===== src/rtl/acs_pkg.sv =====
package acs_pkg;
  localparam int BUS_SEL_W = 3;
  localparam int NUM_SRC   = 1 << BUS_SEL_W;

  localparam int SRC_AR  = 1;
  localparam int SRC_PC  = 2;
  localparam int SRC_DR  = 3;
  localparam int SRC_AC  = 4;
  localparam int SRC_IR  = 5;
  localparam int SRC_TR  = 6;
  localparam int SRC_MEM = 7;

  typedef struct packed {
    logic ar_ld;
    logic ar_inr;
    logic pc_ld;
    logic pc_inr;
    logic ir_ld;
    logic dr_ld;
    logic dr_inr;
    logic dec_ld;
    logic mem_rd;
    logic mem_wr;
    logic sc_clr;
    logic rr_exec;
    logic io_exec;
    logic ac_and;
    logic ac_add;
    logic ac_load;
    logic [NUM_SRC-1:0] bus_req;
  } ctrl_t;
endpackage


===== src/rtl/acs_seq_counter.sv =====
module acs_seq_counter #(
  parameter int SC_W = 4,
  localparam int NT = 1 << SC_W
) (
  input  logic          clk,
  input  logic          rst,
  input  logic          hold,
  input  logic          clr,
  output logic [NT-1:0] t_onehot
);
  logic [SC_W-1:0] sc_q;

  always_ff @(posedge clk) begin
    if (rst)       sc_q <= '0;
    else if (hold) sc_q <= sc_q;
    else if (clr)  sc_q <= '0;
    else           sc_q <= sc_q + 1'b1;
  end

  for (genvar gi = 0; gi < NT; gi++) begin : g_tdec
    assign t_onehot[gi] = (sc_q == SC_W'(gi));
  end
endmodule


===== src/rtl/acs_op_decoder.sv =====
module acs_op_decoder #(
  parameter int OP_W = 3,
  localparam int ND = 1 << OP_W
) (
  input  logic [OP_W-1:0] op,
  output logic [ND-1:0]   d
);
  for (genvar gi = 0; gi < ND; gi++) begin : g_ddec
    assign d[gi] = (op == OP_W'(gi));
  end
endmodule


===== src/rtl/acs_bus_encoder.sv =====
module acs_bus_encoder #(
  parameter int SEL_W = 3,
  localparam int NS = 1 << SEL_W
) (
  input  logic [NS-1:0]    req,
  output logic [SEL_W-1:0] sel
);
  for (genvar gb = 0; gb < SEL_W; gb++) begin : g_bit
    logic [NS-1:0] mask;
    always_comb begin
      for (int k = 0; k < NS; k++) mask[k] = ((k >> gb) & 1) == 1;
    end
    assign sel[gb] = |(req & mask);
  end
endmodule


===== src/rtl/acs_ctrl.sv =====
module acs_ctrl
  import acs_pkg::*;
#(
  parameter int NT = 16,
  parameter int ND = 8
) (
  input  logic          en,
  input  logic [NT-1:0] t,
  input  logic [ND-1:0] d,
  input  logic          ind,
  input  logic          dr_zero,
  output ctrl_t         c
);
  logic mem_operand;
  assign mem_operand = d[0] | d[1] | d[2] | d[6];

  always_comb begin
    c = '0;
    if (en) begin
      if (t[0]) begin
        c.bus_req[SRC_PC] = 1'b1;
        c.ar_ld = 1'b1;
      end
      if (t[1]) begin
        c.mem_rd = 1'b1;
        c.bus_req[SRC_MEM] = 1'b1;
        c.ir_ld = 1'b1;
        c.pc_inr = 1'b1;
      end
      if (t[2]) begin
        c.bus_req[SRC_IR] = 1'b1;
        c.ar_ld = 1'b1;
        c.dec_ld = 1'b1;
      end
      if (t[3]) begin
        if (d[7]) begin
          c.rr_exec = !ind;
          c.io_exec = ind;
          c.sc_clr = 1'b1;
        end else if (ind) begin
          c.mem_rd = 1'b1;
          c.bus_req[SRC_MEM] = 1'b1;
          c.ar_ld = 1'b1;
        end
      end
      if (t[4]) begin
        if (mem_operand) begin
          c.mem_rd = 1'b1;
          c.bus_req[SRC_MEM] = 1'b1;
          c.dr_ld = 1'b1;
        end
        if (d[3]) begin
          c.mem_wr = 1'b1;
          c.bus_req[SRC_AC] = 1'b1;
          c.sc_clr = 1'b1;
        end
        if (d[4]) begin
          c.bus_req[SRC_AR] = 1'b1;
          c.pc_ld = 1'b1;
          c.sc_clr = 1'b1;
        end
        if (d[5]) begin
          c.mem_wr = 1'b1;
          c.bus_req[SRC_PC] = 1'b1;
          c.ar_inr = 1'b1;
        end
      end
      if (t[5]) begin
        if (d[0] | d[1] | d[2]) begin
          c.bus_req[SRC_DR] = 1'b1;
          c.ac_and  = d[0];
          c.ac_add  = d[1];
          c.ac_load = d[2];
          c.sc_clr  = 1'b1;
        end
        if (d[5]) begin
          c.bus_req[SRC_AR] = 1'b1;
          c.pc_ld = 1'b1;
          c.sc_clr = 1'b1;
        end
        if (d[6]) c.dr_inr = 1'b1;
      end
      if (t[6] && d[6]) begin
        c.bus_req[SRC_DR] = 1'b1;
        c.mem_wr = 1'b1;
        c.pc_inr = dr_zero;
        c.sc_clr = 1'b1;
      end
    end
  end
endmodule


===== src/rtl/acs_seq_ctrl.sv =====
module acs_seq_ctrl
  import acs_pkg::*;
#(
  parameter int DATA_W = 16,
  parameter int ADDR_W = 12,
  parameter int SC_W   = 4,
  parameter int OP_W   = 3,
  localparam int NT    = 1 << SC_W,
  localparam int ND    = 1 << OP_W,
  localparam int IND_BIT = DATA_W - 1,
  localparam int OP_LSB  = IND_BIT - OP_W
) (
  input  logic              clk,
  input  logic              rst,
  input  logic              halt,
  input  logic [DATA_W-1:0] mem_rdata,
  input  logic [DATA_W-1:0] ac_in,
  output logic [ADDR_W-1:0] mem_addr,
  output logic [DATA_W-1:0] mem_wdata,
  output logic              mem_rd,
  output logic              mem_wr,
  output logic [BUS_SEL_W-1:0] bus_sel,
  output logic [NT-1:0]     timing,
  output logic [ND-1:0]     dec,
  output logic              ind,
  output logic [ADDR_W-1:0] pc_out,
  output logic [DATA_W-1:0] dr_out,
  output logic [ADDR_W-1:0] op_bits,
  output logic              rr_exec,
  output logic              io_exec,
  output logic              ac_and,
  output logic              ac_add,
  output logic              ac_load
);
  logic [ADDR_W-1:0] ar_q, pc_q;
  logic [DATA_W-1:0] ir_q, dr_q, bus;
  logic [OP_W-1:0]   op_q;
  logic              ind_q;
  ctrl_t             c;

  acs_seq_counter #(.SC_W(SC_W)) i_sc (
    .clk(clk), .rst(rst), .hold(halt), .clr(c.sc_clr), .t_onehot(timing)
  );

  acs_op_decoder #(.OP_W(OP_W)) i_dec (.op(op_q), .d(dec));

  acs_ctrl #(.NT(NT), .ND(ND)) i_ctrl (
    .en(!halt), .t(timing), .d(dec), .ind(ind_q),
    .dr_zero(dr_q == '0), .c(c)
  );

  acs_bus_encoder #(.SEL_W(BUS_SEL_W)) i_enc (.req(c.bus_req), .sel(bus_sel));

  always_comb begin
    case (int'(bus_sel))
      SRC_AR:  bus = DATA_W'(ar_q);
      SRC_PC:  bus = DATA_W'(pc_q);
      SRC_DR:  bus = dr_q;
      SRC_AC:  bus = ac_in;
      SRC_IR:  bus = ir_q;
      SRC_MEM: bus = mem_rdata;
      default: bus = '0;
    endcase
  end

  always_ff @(posedge clk) begin
    if (rst) begin
      ar_q  <= '0;
      pc_q  <= '0;
      ir_q  <= '0;
      dr_q  <= '0;
      op_q  <= '0;
      ind_q <= 1'b0;
    end else begin
      if (c.ar_ld)       ar_q <= bus[ADDR_W-1:0];
      else if (c.ar_inr) ar_q <= ar_q + 1'b1;
      if (c.pc_ld)       pc_q <= bus[ADDR_W-1:0];
      else if (c.pc_inr) pc_q <= pc_q + 1'b1;
      if (c.ir_ld)       ir_q <= bus;
      if (c.dr_ld)       dr_q <= bus;
      else if (c.dr_inr) dr_q <= dr_q + 1'b1;
      if (c.dec_ld) begin
        op_q  <= ir_q[OP_LSB +: OP_W];
        ind_q <= ir_q[IND_BIT];
      end
    end
  end

  assign mem_addr  = ar_q;
  assign mem_wdata = bus;
  assign mem_rd    = c.mem_rd;
  assign mem_wr    = c.mem_wr;
  assign ind       = ind_q;
  assign pc_out    = pc_q;
  assign dr_out    = dr_q;
  assign op_bits   = ir_q[ADDR_W-1:0];
  assign rr_exec   = c.rr_exec;
  assign io_exec   = c.io_exec;
  assign ac_and    = c.ac_and;
  assign ac_add    = c.ac_add;
  assign ac_load   = c.ac_load;
endmodule


===== config.mk =====
export PLATFORM = sky130hd
export DESIGN_NAME = acs_seq_ctrl
export DESIGN_NICKNAME = d
export VERILOG_FILES = /design/src/rtl/acs_pkg.sv /design/src/rtl/acs_seq_counter.sv /design/src/rtl/acs_op_decoder.sv /design/src/rtl/acs_bus_encoder.sv /design/src/rtl/acs_ctrl.sv /design/src/rtl/acs_seq_ctrl.sv
export SDC_FILE = /design/constraint.sdc
export NUM_CORES = 1
export LEC_CHECK = 0
export BUFFER_PORTS_ARGS = -buffer_cell sky130_fd_sc_hd__buf_2
export CORE_UTILIZATION = 55
export CTS_CLUSTER_DIAMETER = 60
export DETAILED_ROUTE_END_ITERATION = 12
export MAX_ROUTING_LAYER = met4
export PLACE_DENSITY = 0.86
export SLEW_MARGIN = 10
export SYNTH_ARGS = -nofsm -noshare
export SYNTH_HDL_FRONTEND = slang
export SYNTH_HIERARCHICAL = 1
export SYNTH_SLANG_ARGS = --single-unit

===== constraint.sdc =====
create_clock -name clk -period 7.1 [get_ports clk]
set_input_delay 0.355 -clock clk [delete_from_list [all_inputs] [get_ports clk]]
set_output_delay 0.355 -clock clk [all_outputs]
set_load 0.02 [all_outputs]

======== Yosys cells after proc, flatten, opt, wreduce, memory -nomap -nowiden ========
Cells that the tools add are included.
word-level totals
  flip-flop bits (word level) ............. 64
  latch bits .............................. 0
  bits in writable memories ............... 0
  bits in read-only memories .............. 0
  input bits .............................. 35
  output and inout bits ................... 103
  memories ................................ 0
cells by class
  $add $sub $neg .......................... 4
  multiply operators ...................... 0
  div/mod/pow operators ................... 0
  magnitude comparators ................... 0
  equal/unequal tests ..................... 28
  shifts and indexed selects .............. 0
  mux-type cells .......................... 54
  bitwise operators ....................... 3
  reductions and logical operators ........ 11
operators with widths
  cell                                                             count
  16-bit case mux with 6 select lines                              1
  12-bit two-way mux                                               4
  1-bit two-way mux                                                34
  4-bit == test, second input constant                             8
  16-bit two-way mux                                               2
  12-bit by 1-bit adder with 12-bit output, second input constant  2
  3-bit == test, second input constant                             7
  17-bit two-way mux                                               1
  16-bit by 1-bit adder with 16-bit output, second input constant  1
  4-bit by 3-bit == test with 1-bit output, second input constant  4
  16-bit zero test                                                 1
  3-bit two-way mux                                                5
  3-bit by 2-bit == test with 1-bit output, second input constant  4
  2-bit two-way mux                                                5
  4-bit by 2-bit == test with 1-bit output, second input constant  2
  3-bit by 1-bit == test with 1-bit output, second input constant  2
  2-bit nonzero test                                               3
  3-bit OR reduction                                               2
  5-bit two-way mux                                                1
  4-bit by 1-bit adder with 4-bit output, second input constant    1
  4-bit by 1-bit == test with 1-bit output, second input constant  1
  4-bit zero test                                                  1
  4-bit two-way mux                                                1
  4-bit OR reduction                                               1
  4 further kinds                                                  6

======== Logic depth before layout (Yosys ltp) ========
  depth after elaboration ................. 16
  mapped depth ............................ 14
  mapped depth without buffers ............ 10

======== Hierarchy ========
Netlist, hierarchy kept.
modules (own cells, without submodules)
  module           instances  cells an instance  area each (um^2)
  acs_seq_ctrl     1          442                3743.6
  acs_seq_counter  1          45                 342.8
  acs_ctrl         1          41                 254.0
  acs_op_decoder   1          8                  65.1
  acs_bus_encoder  1          3                  22.5

======== Worst setup path after synthesis ========
No wires, ideal clock.
  path kind ............................... register to output
  start ................................... register op_q[2]
  end ..................................... output mem_wdata[2]
  data arrival time ....................... 3.407 ns
  data required time ...................... 6.745 ns
  slack ................................... 3.338 ns
  cell stages (with the launch flop) ...... 12
  path buffers ............................ 2
  cells stage by stage .................... dfxtp_1 > nor3_1 > or3_4 > o211a_1 > nand2b_1 > or4_1 > buf_6 > nor2b_1 > buf_6 > o2bb2ai_1 > a222oi_1 > inv_1
RTL lines
  item                    RTL line            source
  start, declared         acs_seq_ctrl.sv:37  logic [OP_W-1:0] op_q;
  start signal, assigned  acs_seq_ctrl.sv:83  op_q <= ir_q[OP_LSB +: OP_W];
  end, declared           acs_seq_ctrl.sv:19  output logic [DATA_W-1:0] mem_wdata,

======== Worst setup path in the final report ========
  start ................................... register op_q[2]
  end ..................................... output mem_wdata[2]
between the ends
  longest elaborated chain between the ends .. 10
  elaborated cells between the ends (all ways) .. 38
  those cells by class .................... 13 x eq/ne; 17 x mux; 3 x bitwise; 5 x reduce/logical
ends and longest elaborated chain
  item                                                                         RTL line                        source
  3-bit by 1-bit == test with 1-bit output or 3-bit zero test (tied branches)  acs_op_decoder.sv:9             assign d[gi] = (op == OP_W'(gi));
  1-bit OR (2 in a row)                                                        acs_ctrl.sv:15, acs_ctrl.sv:69
  1-bit two-way mux or 1-bit OR (tied branches)                                acs_ctrl.sv:69, acs_ctrl.sv:15
  1-bit two-way mux, on equally long branches                                  acs_ctrl.sv:68, acs_ctrl.sv:47
  1-bit two-way mux, on equally long branches                                  acs_ctrl.sv:83, acs_ctrl.sv:46
  5-bit two-way mux or 17-bit two-way mux (tied branches)                      acs_ctrl.sv:19                  if (en) begin
  4-bit OR reduction or 3-bit OR reduction (tied branches)                     acs_bus_encoder.sv:13           assign sel[gb] = |(req & mask);
  3-bit == test (tied with other cells)                                        acs_seq_ctrl.sv:55              case (int'(bus_sel))
  16-bit case mux with 6 select lines *                                        acs_seq_ctrl.sv:55
Every way passes the cells marked *; elsewhere a longest branch is shown, timed or not.

==> results.yml <==
place:
  dp_cells: 734
  portBuffers: 137
  dp_hpwl_mm: 10.5
  gp_congestion: 0.950
detailed_routing:
  detail_route.wl_per_cell_um: 19.3
  dr.pass1.iters: 7
  via_per_inst: 6.48
  drc: 0
  ant_nets: 0
  vias: 4863
  detail_route.wirelength_mm: 14.5
  drtIter0Drc: 510
setup_path:
  reg2reg_slack_ns: 2.77
  r2r-start: "op_q[2]$_SDFFE_PP0P_"
  cp_slowest_cell: "a222oi_1"
  critPathArrivalTime_ns: 4.61
  slowest_delay_ns: 0.77
  worstPathMaxFanout: 38
  crit_start: "op_q[2]$_SDFFE_PP0P_"
  cp_data_required_time_ns: 6.74
  reg2reg_to: "ir_q[2]$_SDFFE_PP0P_"
  start_kind: "register"
  r2r_cells: 10
  worstPathCellList: "nor3_1, or3_4, o211a_1, nand2b_1, or4_1, buf_4, nor2b_1, o2bb2ai_1, a222oi_1, inv_1, buf_2"
  worstSetupPathType: "reg2out"
  endpoint_kind: "primary output"
die:
  chipWidth_um: 91.7
  dieArea_sq_um: 8400
  start_util_pct: 56.9
  die_h_um: 91.7
  num_rows: 32
  coreArea_sq_um: 7770
  io_pins: 138
clocking:
  cts_root_buffer: "clkbuf_8"
  path_clk_slew_ns: 0.08
  cts_tree: "built"
  cts_made_buffers: 9
  cts_resized: 0
  h-tree-depth: 3
  clk_latency_ns: 0.35
  clock-sinks: 64
  post-cts-setup-buffer-count: 0
  cts.path.max_buffers: 2
  cts-hold-fix-buffers: 0
final_layout:
  nNetsFinal: 686
  diodes: 0
  fill_cells: 681
  syn2layout_area_growth_pct: 18.3
  final-seq-area_sq_um: 1280
  multiInputGateArea_sq_um: 2740
  fin_cells: 750
  layout-drive-gt1-share_pct: 28.2
status:
  status: "completed"
sta:
  skew_ns: 0.0118
  slew_headroom_pct: 31.3
  fmax_mhz: 201
  final-setup-viol-count: 0
  tightestPinTransition_ns: 1.03
  post-route-min-period_ns: 4.97
  rsz0062_at_grt: "false"
  fin_setup_tns_ns: 0
  post-route-period-util_pct: 69.9
  timing.final.max_slew_violations: 0
  hold_viol_final: 0
run:
  maxCapViolations: 0
yosys:
  syn_nets: 581
  syn_area_sq_um: 4420
  yosysWarnings: 6
  synthCells: 538
  avgSynthCellArea_sq_um: 8.22
min_path:
  min_to: "i_sc/sc_q[0]$_SDFFE_PP0N_"
  min_path_cells: 3
  hold_class: "in2reg"
  hp-start: "halt"
grt:
  grt_max_degree: 43
  grt_pass1_vias: 4312
  grt_overflow_total: 0
  antenna_found_initial: 0
  grt_first_pass_wirelength_mm: 22.2
  grt_util_all_layers_pct: 35.0
power_and_ir_drop:
  powerDensity_nw_per_um2: 185
  vdd_drop_max_mv: 0.0915
  p_leak_nw: 2.38
-- layout by cell type, fill, tap and decap left out, drive strengths merged, types with 17 or more instances in the layout --
master / count
a211oi: 19
nor3: 27
nor2: 32
a21oi: 29
o21ai: 22
nand2: 23
and2: 17
mux2i: 19
buf: 143
inv: 30
dfxtp: 64
-- power breakdown --
part	internal (mW)	switching, mW
Clock	0.236	0.160
Combinational	0.0646	0.117
Sequential	0.371	0.0187
-- per-stage QoR --
stage | util [%] | power (mW) | worst slack (ns) | cell area (sq um) | hold slack, ns
4_1_cts | 67.3 | 0.966 | 2.23 | 5230 | 0.335
6_report | 67.3 | 0.967 | 2.13 | 5230 | 0.353
5_1_grt | 67.3 | 0.997 | 1.83 | 5230 | 0.368
2_1_floorplan | - | 0.521 | 3.34 | 4420 | 0.424
3_5_place_dp | 64.2 | 0.575 | 2.62 | 4980 | 0.491
3_3_place_gp | 64.2 | 0.572 | 2.73 | 4980 | 0.486
-- worst max-delay path, delay by kind of cell, from the launching register on --
| kind | cells | cell delay, ns |
|---|---|---|
| compound gates | 3 | 1.55 |
| buf+inv | 3 | 0.53 |
| flops | 1 | 0.45 |
| simple gates | 5 | 1.72 |
-- final cells by class --
| cell class | count | area share [%] |
|---|---|---|
| Inverter | 29 | 2.08 |
| Tap cell | 102 | 2.44 |
| Multi-Input combinational cell | 396 | 52.3 |
| Clock buffer | 10 | 2.44 |
| Clock inverter | 6 | 2.23 |
| Timing Repair Buffer | 143 | 14.0 |
| Sequential cell | 64 | 24.5 |
-- flip-flops by register name, indices dropped and copies added, names as in the netlist --
register	count
dr_out	16
i_sc/sc_q	4
ind	1
ir_q	16
mem_addr	12
op_q	3
pc_out	12
-- layer usage --
layer  GRT usage, %  vias up  share of wire [%]
met5              -        -                  0
met4           16.4        0                3.5
met3           5.89       56                9.5
met2           57.0      326                 48
met1           42.2     2261                 39
li1               -     2220                  -
-- how the worst max path moves through the flow --
stage,endpoint,depth (start not counted)
floorplan,mem_wdata[2],11
CTS,mem_wdata[2],11
detailed placement,mem_wdata[2],11
finish,mem_wdata[2],11
global route,mem_wdata[5],11
global placement,mem_wdata[2],11
Note: power is estimated with default switching activity, not from simulation.
